[config.mk]
export PLATFORM = sky130hd
export DESIGN_NAME = stagedGainRegs
export DESIGN_NICKNAME = d
export VERILOG_FILES = /design/src/rtl/gainRegsPkg.sv /design/src/rtl/bitSync.sv /design/src/rtl/spiFrameCtl.sv /design/src/rtl/gainRegFile.sv /design/src/rtl/stagedGainRegs.sv
export SDC_FILE = /design/constraint.sdc
export NUM_CORES = 1
export LEC_CHECK = 0
export BUFFER_PORTS_ARGS = -buffer_cell sky130_fd_sc_hd__buf_2
export CAP_MARGIN = 0
export CORE_ASPECT_RATIO = 0.9
export CORE_UTILIZATION = 35
export DETAILED_ROUTE_END_ITERATION = 8
export PLACE_DENSITY_LB_ADDON = 0.05
export SETUP_SLACK_MARGIN = 0.05
export SKIP_LAST_GASP = 1
export SYNTH_ARGS = -nofsm -noshare
export SYNTH_HDL_FRONTEND = slang
export SYNTH_HIERARCHICAL = 1
export SYNTH_SLANG_ARGS = --single-unit
[constraint.sdc]
create_clock -name clk -period 1.45 [get_ports clk]
set_input_delay 0.435 -clock clk [delete_from_list [all_inputs] [get_ports clk]]
set_output_delay 0.435 -clock clk [all_outputs]
set_load 0.1 [all_outputs]
[src/rtl/gainRegsPkg.sv]
package gainRegsPkg;
  localparam int ADDR_W = 4;
  localparam int DATA_W = 8;
  localparam int NUM_CH = 2;

  typedef struct packed {
    logic              wrEn;
    logic [ADDR_W-1:0] wrAddr;
    logic [DATA_W-1:0] wrData;
    logic [ADDR_W-1:0] rdAddr;
  } regStrobe_t;
endpackage

[src/rtl/bitSync.sv]
module bitSync #(
  parameter int            STAGES    = 2,
  parameter int            WIDTH     = 1,
  parameter logic [WIDTH-1:0] RESET_VAL = '0
) (
  input  logic             clk,
  input  logic             rst,
  input  logic [WIDTH-1:0] din,
  output logic [WIDTH-1:0] dout
);
  logic [WIDTH-1:0] chain [STAGES];

  genvar s;
  generate
    for (s = 0; s < STAGES; s++) begin : g_stage
      always_ff @(posedge clk) begin
        if (rst) chain[s] <= RESET_VAL;
        else if (s == 0) chain[s] <= din;
        else chain[s] <= chain[(s == 0) ? 0 : s-1];
      end
    end
  endgenerate

  assign dout = chain[STAGES-1];
endmodule

[src/rtl/spiFrameCtl.sv]
module spiFrameCtl
  import gainRegsPkg::*;
#(
  parameter int SYNC_STAGES = 2,
  parameter int RSV_W       = 3
) (
  input  logic              clk,
  input  logic              rst,
  input  logic              sclkRaw,
  input  logic              csNRaw,
  input  logic              mosiRaw,
  input  logic [DATA_W-1:0] rdData,
  output regStrobe_t        strobe,
  output logic              miso
);
  localparam int HDR_LEN   = 1 + RSV_W + ADDR_W;
  localparam int FRAME_LEN = HDR_LEN + DATA_W;
  localparam int CNT_W     = $clog2(FRAME_LEN + 2);
  localparam logic [CNT_W-1:0] CNT_HDR  = CNT_W'(HDR_LEN);
  localparam logic [CNT_W-1:0] CNT_FULL = CNT_W'(FRAME_LEN);
  localparam logic [CNT_W-1:0] CNT_OVER = CNT_W'(FRAME_LEN + 1);

  logic sclkS, csNS, mosiS;
  logic sclkQ, csNQ;
  logic sclkRise, sclkFall, csRise;
  logic [CNT_W-1:0]     bitCnt;
  logic [FRAME_LEN-1:0] shiftIn;
  logic [DATA_W-1:0]    shiftOut;

  bitSync #(.STAGES(SYNC_STAGES), .WIDTH(3), .RESET_VAL(3'b010)) u_sync (
    .clk (clk),
    .rst (rst),
    .din ({sclkRaw, csNRaw, mosiRaw}),
    .dout({sclkS, csNS, mosiS})
  );

  always_ff @(posedge clk) begin
    if (rst) begin
      sclkQ <= 1'b0;
      csNQ  <= 1'b1;
    end else begin
      sclkQ <= sclkS;
      csNQ  <= csNS;
    end
  end

  assign sclkRise = sclkS & ~sclkQ & ~csNS;
  assign sclkFall = ~sclkS & sclkQ & ~csNS;
  assign csRise   = csNS & ~csNQ;

  // Bit counter saturates one past a full frame, so that overlong frames can be told apart
  always_ff @(posedge clk) begin
    if (rst) begin
      bitCnt  <= '0;
      shiftIn <= '0;
    end else if (csNS) begin
      bitCnt <= '0;
    end else if (sclkRise) begin
      shiftIn <= {shiftIn[FRAME_LEN-2:0], mosiS};
      if (bitCnt != CNT_OVER) bitCnt <= bitCnt + 1'b1;
    end
  end

  // Commit a write only at the end of an exact-length frame with the read flag clear
  always_ff @(posedge clk) begin
    if (rst) begin
      strobe.wrEn   <= 1'b0;
      strobe.wrAddr <= '0;
      strobe.wrData <= '0;
    end else begin
      strobe.wrEn   <= csRise && (bitCnt == CNT_FULL) && !shiftIn[FRAME_LEN-1];
      strobe.wrAddr <= shiftIn[DATA_W +: ADDR_W];
      strobe.wrData <= shiftIn[DATA_W-1:0];
    end
  end

  assign strobe.rdAddr = shiftIn[ADDR_W-1:0];

  // Read data: load after the last header bit, shift on each later falling edge
  always_ff @(posedge clk) begin
    if (rst) begin
      shiftOut <= '0;
    end else if (sclkFall) begin
      if (bitCnt == CNT_HDR) shiftOut <= rdData;
      else if (bitCnt > CNT_HDR) shiftOut <= {shiftOut[DATA_W-2:0], 1'b0};
    end
  end

  assign miso = ~csNS & shiftOut[DATA_W-1];

  AST_WR_SINGLE_PULSE: assert property (@(posedge clk) disable iff (rst)
    strobe.wrEn |=> !strobe.wrEn);
  AST_CNT_BOUND: assert property (@(posedge clk) disable iff (rst)
    bitCnt <= CNT_OVER);
  AST_IDLE_COUNT_CLEAR: assert property (@(posedge clk) disable iff (rst)
    csNS |=> (bitCnt == '0));
endmodule

[src/rtl/gainRegFile.sv]
module gainRegFile
  import gainRegsPkg::*;
#(
  parameter logic [ADDR_W-1:0] ADDR_PWR      = 4'd2,
  parameter logic [ADDR_W-1:0] ADDR_ATT_A    = 4'd3,
  parameter logic [ADDR_W-1:0] ADDR_ATT_B    = 4'd4,
  parameter logic [ADDR_W-1:0] ADDR_CTL      = 4'd5,
  parameter logic [DATA_W-1:0] CTL_RESET     = 8'h03,
  parameter logic [DATA_W-1:0] PWR_RESET     = 8'h00,
  parameter int                PWR_DEAD_BITS = 2
) (
  input  logic              clk,
  input  logic              rst,
  input  regStrobe_t        strobe,
  output logic [DATA_W-1:0] rdData,
  output logic [DATA_W-1:0] gainA,
  output logic [DATA_W-1:0] gainB,
  output logic [DATA_W-1:0] pwrOut
);
  localparam int CTL_A_BOTH = 2;
  localparam logic [DATA_W-1:0] PWR_MASK =
    {{(DATA_W-PWR_DEAD_BITS){1'b1}}, {PWR_DEAD_BITS{1'b0}}};

  logic [DATA_W-1:0] stage  [NUM_CH];
  logic [DATA_W-1:0] gain   [NUM_CH];
  logic [DATA_W-1:0] ctlReg;
  logic [DATA_W-1:0] pwrReg;

  always_ff @(posedge clk) begin
    if (rst) begin
      ctlReg <= CTL_RESET;
      pwrReg <= PWR_RESET & PWR_MASK;
    end else if (strobe.wrEn) begin
      if (strobe.wrAddr == ADDR_CTL) ctlReg <= strobe.wrData;
      if (strobe.wrAddr == ADDR_PWR) pwrReg <= strobe.wrData & PWR_MASK;
    end
  end

  genvar ch;
  generate
    for (ch = 0; ch < NUM_CH; ch++) begin : g_chan
      localparam logic [ADDR_W-1:0] MY_ADDR = (ch == 0) ? ADDR_ATT_A : ADDR_ATT_B;
      logic              liveEn;
      logic [DATA_W-1:0] srcVal;

      always_ff @(posedge clk) begin
        if (rst) stage[ch] <= '0;
        else if (strobe.wrEn && strobe.wrAddr == MY_ADDR) stage[ch] <= strobe.wrData;
      end

      // A-drives-both has priority over the per-channel live bits
      assign liveEn = ctlReg[CTL_A_BOTH] | ctlReg[ch];
      assign srcVal = ctlReg[CTL_A_BOTH] ? stage[0] : stage[ch];

      always_ff @(posedge clk) begin
        if (rst) gain[ch] <= '0;
        else if (liveEn) gain[ch] <= srcVal;
      end

      AST_HOLD_WHEN_OFF: assert property (@(posedge clk) disable iff (rst)
        (!ctlReg[CTL_A_BOTH] && !ctlReg[ch]) |=> $stable(gain[ch]));
      AST_LIVE_FOLLOW: assert property (@(posedge clk) disable iff (rst)
        (!ctlReg[CTL_A_BOTH] && ctlReg[ch]) |=> (gain[ch] == $past(stage[ch])));
    end
  endgenerate

  always_comb begin
    rdData = '0;
    if (strobe.rdAddr == ADDR_PWR)   rdData = pwrReg;
    if (strobe.rdAddr == ADDR_ATT_A) rdData = stage[0];
    if (strobe.rdAddr == ADDR_ATT_B) rdData = stage[1];
    if (strobe.rdAddr == ADDR_CTL)   rdData = ctlReg;
  end

  assign gainA  = gain[0];
  assign gainB  = gain[1];
  assign pwrOut = pwrReg;

  AST_A_DRIVES_BOTH: assert property (@(posedge clk) disable iff (rst)
    ctlReg[CTL_A_BOTH] |=> (gainA == gainB));
  AST_JOINT_COMMIT: assert property (@(posedge clk) disable iff (rst)
    (ctlReg[2:0] == 3'b011) |=> (gainA == $past(stage[0]) && gainB == $past(stage[1])));
  AST_PWR_DEAD_ZERO: assert property (@(posedge clk) disable iff (rst)
    strobe.wrEn |=> (pwrOut[PWR_DEAD_BITS-1:0] == '0));
endmodule

[src/rtl/stagedGainRegs.sv]
module stagedGainRegs
  import gainRegsPkg::*;
#(
  parameter int SYNC_STAGES = 2,
  parameter int RSV_W       = 3
) (
  input  logic              clk,
  input  logic              rst,
  input  logic              spiSclk,
  input  logic              spiCsN,
  input  logic              spiMosi,
  output logic              spiMiso,
  output logic [DATA_W-1:0] gainA,
  output logic [DATA_W-1:0] gainB,
  output logic [DATA_W-1:0] powerCtl
);
  regStrobe_t        strobe;
  logic [DATA_W-1:0] rdData;

  spiFrameCtl #(.SYNC_STAGES(SYNC_STAGES), .RSV_W(RSV_W)) u_ctl (
    .clk    (clk),
    .rst    (rst),
    .sclkRaw(spiSclk),
    .csNRaw (spiCsN),
    .mosiRaw(spiMosi),
    .rdData (rdData),
    .strobe (strobe),
    .miso   (spiMiso)
  );

  gainRegFile u_regs (
    .clk   (clk),
    .rst   (rst),
    .strobe(strobe),
    .rdData(rdData),
    .gainA (gainA),
    .gainB (gainB),
    .pwrOut(powerCtl)
  );
endmodule

==> results of run 1 <==
## kinds of logic after synthesis
| kind of cell | count (synthesis) |
|---|---|
| AOI/OAI and AO/OA | 59 |
| adders and majority gates | 3 |
| buffers and inverters | 27 |
| DFF | 96 |
| other | 1 |
| and+or+nand+nor | 125 |
| muxes | 35 |
## critical path, delay by kind of cell, from the launching register on
kind                   cells  cell delay (ps)
DFF                        1              320
and+or+nand+nor            1              120
buffers and inverters      2              290
## routing by layer
layer / part of all wire [%] / wire length [um]
met5: 0 / 0
met4: 1.3 / 112
met2: 44 / 3660
met1: 51 / 4240
met3: 3.4 / 285
## flip-flops by register name, summed over array words and instances (netlist names)
register and cells:
u_ctl/bitCnt 5, u_ctl/csNQ 1, u_ctl/sclkQ 1, u_ctl/shiftIn 16, u_ctl/shiftOut 8, u_ctl/strobe 13
u_ctl/u_sync/chain 6, u_regs/ctlReg 8, u_regs/gain 16, u_regs/pwrOut 6, u_regs/stage 16
## cell type report
class                           instances  share of cell area [%]
Tap cell                              152                    3.62
Clock inverter                          5                   0.762
Timing Repair Buffer                   56                    13.7
Sequential cell                        96                    43.0
Clock buffer                           11                    5.24
Inverter                                3                   0.214
Multi-Input combinational cell        224                    33.5
## repair_timing
item	CTS	global route
endpoints found under the setup margin	15	57
gates resized for setup	14	25
pin swaps	2	8
endpoints found under the hold margin	0	0
setup buffers	1	3
hold buffers	0	0
## final timing paths
kind / to / from / cells past startpoint / slack [ps]
setup / recovery: spiMiso / u_ctl/u_sync/chain[1][1] / 3 / -70
setup reg to reg: u_ctl/bitCnt[3] / u_ctl/u_sync/chain[1][1] / 3 / 30
hold reg to reg: u_ctl/u_sync/chain[1][1] / u_ctl/u_sync/chain[0][1] / 1 / 410
hold / removal: u_ctl/u_sync/chain[0][1] / spiCsN / 2 / 260
## power by group through the flow
stage	Combinational, mW	Clock [mW]	Sequential (mW)
2_1_floorplan	0.112	0	3.01
3_3_place_gp	0.332	0	2.91
3_5_place_dp	0.333	0	2.91
4_1_cts	0.338	2.51	2.85
5_1_grt	0.361	2.62	2.86
6_report	0.344	2.44	2.85
## Yosys cell counts, drive strengths merged (2+ instances only)
cell type	instances	area [um2]
and4b	2	21.3
buf	17	105
or2	4	25.0
ha	3	37.5
edfxtp	32	961
a21oi	17	85.1
mux2i	35	350
inv	3	11.3
nor2b	19	119
a211oi	7	52.6
nor4bb	2	20.0
clkbuf	7	26.3
o22a	12	105
o22ai	6	37.5
nor2	18	67.6
nand3	3	15.0
nor3b	6	60.1
dfxtp	64	1280
o21ai	4	20.0
nand3b	2	31.3
and2	25	166
or3	5	31.3
nand2	14	52.6
nand2b	19	119
a22oi	10	75.1
## metrics by stage
stage | total power, mW | area [um2] | utilization (%)
final | 5.64 | 5260 | 48.0
after global routing | 5.83 | 5260 | 48.0
after CTS | 5.70 | 5120 | 46.8
after detailed placement | 3.25 | 4740 | 43.3
after global placement | 3.25 | 4740 | 43.3
after floorplan | 3.12 | 4010 | -
==> run_results.csv, run 1 <==
group,metric,value,unit
status,run_status,"finished with violations",
status,violated_checks,"negative setup slack",
drt,detail_route.first_pass.iterations,4,
synthesis,yosys_most_used_dff,"sky130_fd_sc_hd__dfxtp_1",
place,gpl.final_weighted_congestion,0.720,
cells_and_area,most_common_cell_after_layout_fill_and_taps_aside,"sky130_fd_sc_hd__dfxtp_1",
clock_tree,cts_made_buffers,9,
critical_path,critPathMaxFanout,2,
timing,rsz0062_at_grt,"true",
global_routing,routing_usage_on_met3,3.88,%
floorplanning,pin_count,30,
job,max_cap_violations,0,
cells_and_area,multiInputGateArea,1760,um2
floorplanning,core-area,10900,um2
cells_and_area,share_of_post_route_cells_with_drive_strength_above_1,31.9,%
timing,worst_clock_skew,8.34,ps
cells_and_area,fillCellCount,1007,
drt,via_count,2551,
cells_and_area,n_antenna_cell,0,
global_routing,top_usage_layer,"met2",
timing,fmax,0.659,GHz
synthesis,synth.mux.area_fraction,8.83,%
place,buffers_on_ports,27,
cells_and_area,seq_area,2260,um2
drt,wirelength,8.30,mm
critical_path,timing.critical_path.required,1020,ps
cells_and_area,nets,398,
global_routing,first_global_vias,2441,
synthesis,compound_cell_area_share_of_the_yosys_netlist,10.1,%
clock_tree,clk_path_buf_depth,2,
synthesis,synth_cell_type_count,42,
clock_tree,ctsHtreeMaxLevel,3,
synthesis,synthAdderAreaFrac,0.946,%
critical_path,critical_path.endpoint_type,"output pin",
synthesis,synth_enable_flop_cells,32,
power_and_ir_drop,switching_power,1.30,mW
cells_and_area,most-common-layout-cells,"53 x sky130_fd_sc_hd__dfxtp_1, 34 x sky130_fd_sc_hd__mux2i_1, 32 x sky130_fd_sc_hd__edfxtp_1, 26 x sky130_fd_sc_hd__buf_4, 24 x sky130_fd_sc_hd__buf_12",
clock_tree,cts_root_buf,"sky130_fd_sc_hd__clkbuf_16",
drt,ant_nets,0,
place,post_place_worst_slack,-28.2,ps
global_routing,grt_use_met2,23.4,%
timing,period_needed,1520,ps
power_and_ir_drop,clockPowerShare,43.3,%
power_and_ir_drop,power.ir.vdd_worst,617,uV
synthesis,synth_simple_gate_area_share,19.9,%
clock_tree,tritoncts,"yes",
global_routing,grt.met1_usage,21.1,%
power_and_ir_drop,share_comb_of_total_power,6.1,%
synthesis,synthArstFlopShare,0,%
timing,final_critical_path_setup_slack,-68.0,ps
place,dp_hpwl,5.90,mm
critical_path,startpoint_type,"flip-flop",
synthesis,synth_area_per_cell,11.5,um2
clock_tree,number_of_clock_sinks,96,
drt,via_per_inst,4.66,
floorplanning,placementRows,36,
power_and_ir_drop,internal_power,4.33,mW
global_routing,grt_util_all_layers,15.3,%
timing,timing.setup.tns,-68.0,ps
synthesis,synth.yosys.warnings,6,
power_and_ir_drop,cellPowerDensity,1070,nW/um2
synthesis,dominant_combinational_cell_family_by_area_after_synthesis,"simple AND/OR/NAND/NOR gates",
critical_path,slowest_stage,"sky130_fd_sc_hd__dfxtp_2",
global_routing,overflow,0,
critical_path,worst-endpoint-arrival,1080,ps
timing,hold_viol_final,0,
global_routing,antenna_found_initial,0,
floorplanning,die_height,103,um
synthesis,synthCells,346,
drt,wl_per_cell,15.2,um
synthesis,synthesis.area,3970,um2
global_routing,grt_first_pass_wirelength,13.2,mm
floorplanning,starting_density_of_the_core,36.2,%
timing,layout_worst_path_cycle_share,105,%
floorplanning,chipWidth,114,um
critical_path,cpPeakStageDelay,320,ps
cells_and_area,synthToLayoutAreaGrowth,32.5,%
synthesis,synth_seq_cells,96,
cells_and_area,final_cells,547,
synthesis,synthXorXnorAreaFrac,0,%
clock_tree,clock_input_transition_at_the_sequential_cells_of_the_worst_setup_and_hold_paths,70,ps
power_and_ir_drop,total_leakage_power,1.95,nW
critical_path,kind_of_critical_path,"reg2out",
power_and_ir_drop,power.sequential.fraction,50.6,%
critical_path,cp_cell_sequence,"buf_6 -> nor2b_4 -> buf_12",
min_path,timing.hold.worst.class,"in2reg",
timing,setup_viol_count_final,1,
drt,detail_route.iter0.violations,72,
timing,hold_slack,265,ps
synthesis,seq_area_frac_synth,56.5,%
timing,slew_violations,0,
clock_tree,worst_skew_pair_later_pin_latency,350,ps
power_and_ir_drop,swShare,23.1,%
floorplanning,die-area,11800,um2
global_routing,grt_start_max_net_pins,38,
place,numPlacedInstances,527,
drt,post-route-drc-count,0,
Note: power is estimated with default switching activity, not from simulation.
==> run 2, diff against run 1 <==
==> constraint.sdc (replaced) <==
create_clock -name clk -period 1.45 [get_ports clk]
set_input_delay 0.435 -clock clk [delete_from_list [all_inputs] [get_ports clk]]
set_output_delay 0.435 -clock clk [all_outputs]
set_load 0.02 [all_outputs]
==> run 2 against run 1 <==
  * The flow now finishes without violations
  * Flip-flop and latch count did not move
  * Combinational power fell by 46%
  * Count of clock-buffer cells in the layout rose by 2
  * Total power fell by 3.8%
  * Worst setup slack improved by 91 ps
  * Hold slack improved by 8.6 ps
  * Clock skew fell by 1.3 ps
  * Utilization fell by 3.8 points
  * Wire length rose by 1.2%
  * Sequential share of layout area rose by 3.4 points
  * Non-clock buffer count did not move
  * Critical path type unchanged
  * Critical endpoint unchanged
  * Largest power group unchanged
  * Highest routed layer unchanged
==> run_results.csv, run 2 (synthesis results as in run 1) <==
group,metric,value,unit
cells_and_area,seq_area,2250,um2
timing,rsz0062_at_grt,"true",
global_routing,antenna_found_initial,0,
timing,slew_violations,0,
timing,worst_slew_pin_slew,521,ps
place,buffers_on_ports,27,
power_and_ir_drop,power.sequential.fraction,52.4,%
job,max_cap_violations,0,
drt,detail_route.first_pass.iterations,4,
critical_path,worstSetupPathDepth,3,
cells_and_area,fillCellCount,1054,
timing,timing.setup.tns,0,ps
min_path,timing.hold.worst.class,"in2reg",
cells_and_area,share_of_post_route_cells_with_drive_strength_above_1,27.6,%
cells_and_area,most_common_cell_after_layout_fill_and_taps_aside,"sky130_fd_sc_hd__dfxtp_1",
cells_and_area,final_cells,547,
cells_and_area,final_core_utilization,44.2,%
timing,hold_viol_final,0,
global_routing,grt_util_all_layers,15.2,%
power_and_ir_drop,total_leakage_power,1.82,nW
clock_tree,total_of_hold_buffers_inserted_after_clock_tree_synthesis,0,
timing,layout_worst_path_cycle_share,98.4,%
floorplanning,chipWidth,114,um
status,run_status,"finished, final reports clean",
critical_path,critPathMaxFanout,3,
global_routing,grt_first_pass_wirelength,13.0,mm
critical_path,slowest_stage,"sky130_fd_sc_hd__dfxtp_2",
global_routing,grt_start_max_net_pins,22,
floorplanning,die-area,11800,um2
power_and_ir_drop,cellPowerDensity,1120,nW/um2
critical_path,timing.critical_path.required,1020,ps
critical_path,critical_path.endpoint_type,"output pin",
cells_and_area,multiInputGateArea,1700,um2
min_path,hold_path_depth,2,
cells_and_area,n_antenna_cell,0,
critical_path,critical_path.n_buffers_inverters,2,
drt,via_count,2543,
clock_tree,ctsHtreeMaxLevel,3,
place,gpl.final_weighted_congestion,0.747,
clock_tree,clk_path_buf_depth,2,
cells_and_area,nets,398,
power_and_ir_drop,share_comb_of_total_power,3.5,%
clock_tree,tritoncts,"yes",
drt,wirelength,8.40,mm
critical_path,worst_path_most_repeated_cell,"sky130_fd_sc_hd__buf_6",
floorplanning,core-area,10900,um2
cells_and_area,synthToLayoutAreaGrowth,22.0,%
drt,ant_nets,0,
timing,fmax,0.701,GHz
timing,worst_clock_skew,7.02,ps
power_and_ir_drop,power.ir.vdd_worst,580,uV
min_path,min_to,"u_ctl/u_sync/chain[0][1]",
timing,slew-limit-headroom,65.2,%
floorplanning,die_height,103,um
floorplanning,pin_count,30,
clock_tree,worst_skew_pair_later_pin_latency,340,ps
global_routing,first_global_vias,2385,
critical_path,regToRegStartpoint,"u_ctl/u_sync/chain[1][1]",
clock_tree,cts_root_buf,"sky130_fd_sc_hd__clkbuf_16",
power_and_ir_drop,internal_power,4.31,mW
clock_tree,cts_made_buffers,9,
place,post_place_worst_slack,7.16,ps
clock_tree,number_of_clock_sinks,96,
drt,detail_route.iter0.violations,141,
critical_path,critical-path-top-delay-family,"flip-flops",
critical_path,worst-endpoint-arrival,990,ps
timing,period_needed,1430,ps
cells_and_area,most-common-layout-cells,"60 x sky130_fd_sc_hd__dfxtp_1, 35 x sky130_fd_sc_hd__mux2i_1, 32 x sky130_fd_sc_hd__edfxtp_1, 27 x sky130_fd_sc_hd__buf_4, 26 x sky130_fd_sc_hd__buf_2",
critical_path,timing.reg2reg.setup_slack,80,ps
timing,setup_viol_count_final,0,
critical_path,kind_of_critical_path,"reg2out",
critical_path,r2r-end,"u_ctl/shiftOut[7]",
drt,post-route-drc-count,0,
floorplanning,placementRows,36,
clock_tree,clock_input_transition_at_the_sequential_cells_of_the_worst_setup_and_hold_paths,70,ps
power_and_ir_drop,swShare,20.6,%
cells_and_area,layout_top_registers,"u_ctl/shiftIn (16), u_regs/gain (16), u_regs/stage (16)",
drt,via_per_inst,4.65,
timing,final_critical_path_setup_slack,22.8,ps
critical_path,cp_cell_sequence,"buf_6 -> nor2b_4 -> buf_6",
critical_path,cpPeakStageDelay,320,ps
critical_path,startpoint_type,"flip-flop",
place,dp_hpwl,6.10,mm
floorplanning,starting_density_of_the_core,36.2,%
critical_path,r2r.worst_path.cells,6,
power_and_ir_drop,clockPowerShare,44.1,%
drt,wl_per_cell,15.4,um
place,numPlacedInstances,527,
power_and_ir_drop,switching_power,1.11,mW
global_routing,overflow,0,
min_path,timing.hold.worst.start,"spiCsN",
-- run 2: through the flow --
| stage | area [um2] | total power [mW] | hold WS (ps) |
|---|---|---|---|
| final | 4840 | 5.42 | 273 |
| after global routing | 4840 | 5.62 | 269 |
| after CTS | 4760 | 5.50 | 260 |
| after detailed placement | 4380 | 3.08 | 397 |
| after global placement | 4380 | 3.08 | 394 |
| after floorplan | 4000 | 3.01 | 385 |
-- run 2: area by class of cell --
class / instances / share of cell area, %
sequential: 96 / 46.4
multi-input combinational: 224 / 35.2
timing repair buffer: 56 / 7.76
clock buffer: 13 / 6.02
tap: 152 / 3.93
clock inverter: 3 / 0.440
inverter: 3 / 0.233
-- run 2: how the worst max path moves through the flow --
stage | startpoint | end | slack [ps]
after floorplan | rst | u_regs/gain[0][0] | -20
after global placement | u_ctl/u_sync/chain[1][1] | u_ctl/shiftIn[4] | 20
after detailed placement | rst | u_regs/gain[1][3] | 7
after CTS | u_ctl/u_sync/chain[1][1] | spiMiso | -30
after global routing | u_ctl/u_sync/chain[1][1] | spiMiso | -20
final | u_ctl/u_sync/chain[1][1] | spiMiso | 20
-- run 2: power by group through the flow --
stage               Sequential [mW]  Combinational [mW]  Clock [mW]
floorplan                      2.92              0.0945           0
global placement               2.90               0.179           0
CTS                            2.84               0.187        2.47
global route                   2.84               0.204        2.57
detailed placement             2.90               0.181           0
finish                         2.84               0.187        2.39
-- run 2: repair_timing --
item / 4_1_cts / 5_1_grt
setup buffers: 2 / 1
hold endpoints to repair: 0 / 0
pin swaps: 0 / 3
endpoints found under the setup margin: 18 / 42
resized for setup: 9 / 19
gates cloned: 0 / 1
-- run 2: routing by layer --
metal	vias to the layer above	GRT usage [%]	wire length (um)
met5	-	0	0
met4	0	5.09	69
met3	6	3.94	233
met2	39	23.0	3700
met1	1188	21.1	4400
li1	1310	-	-
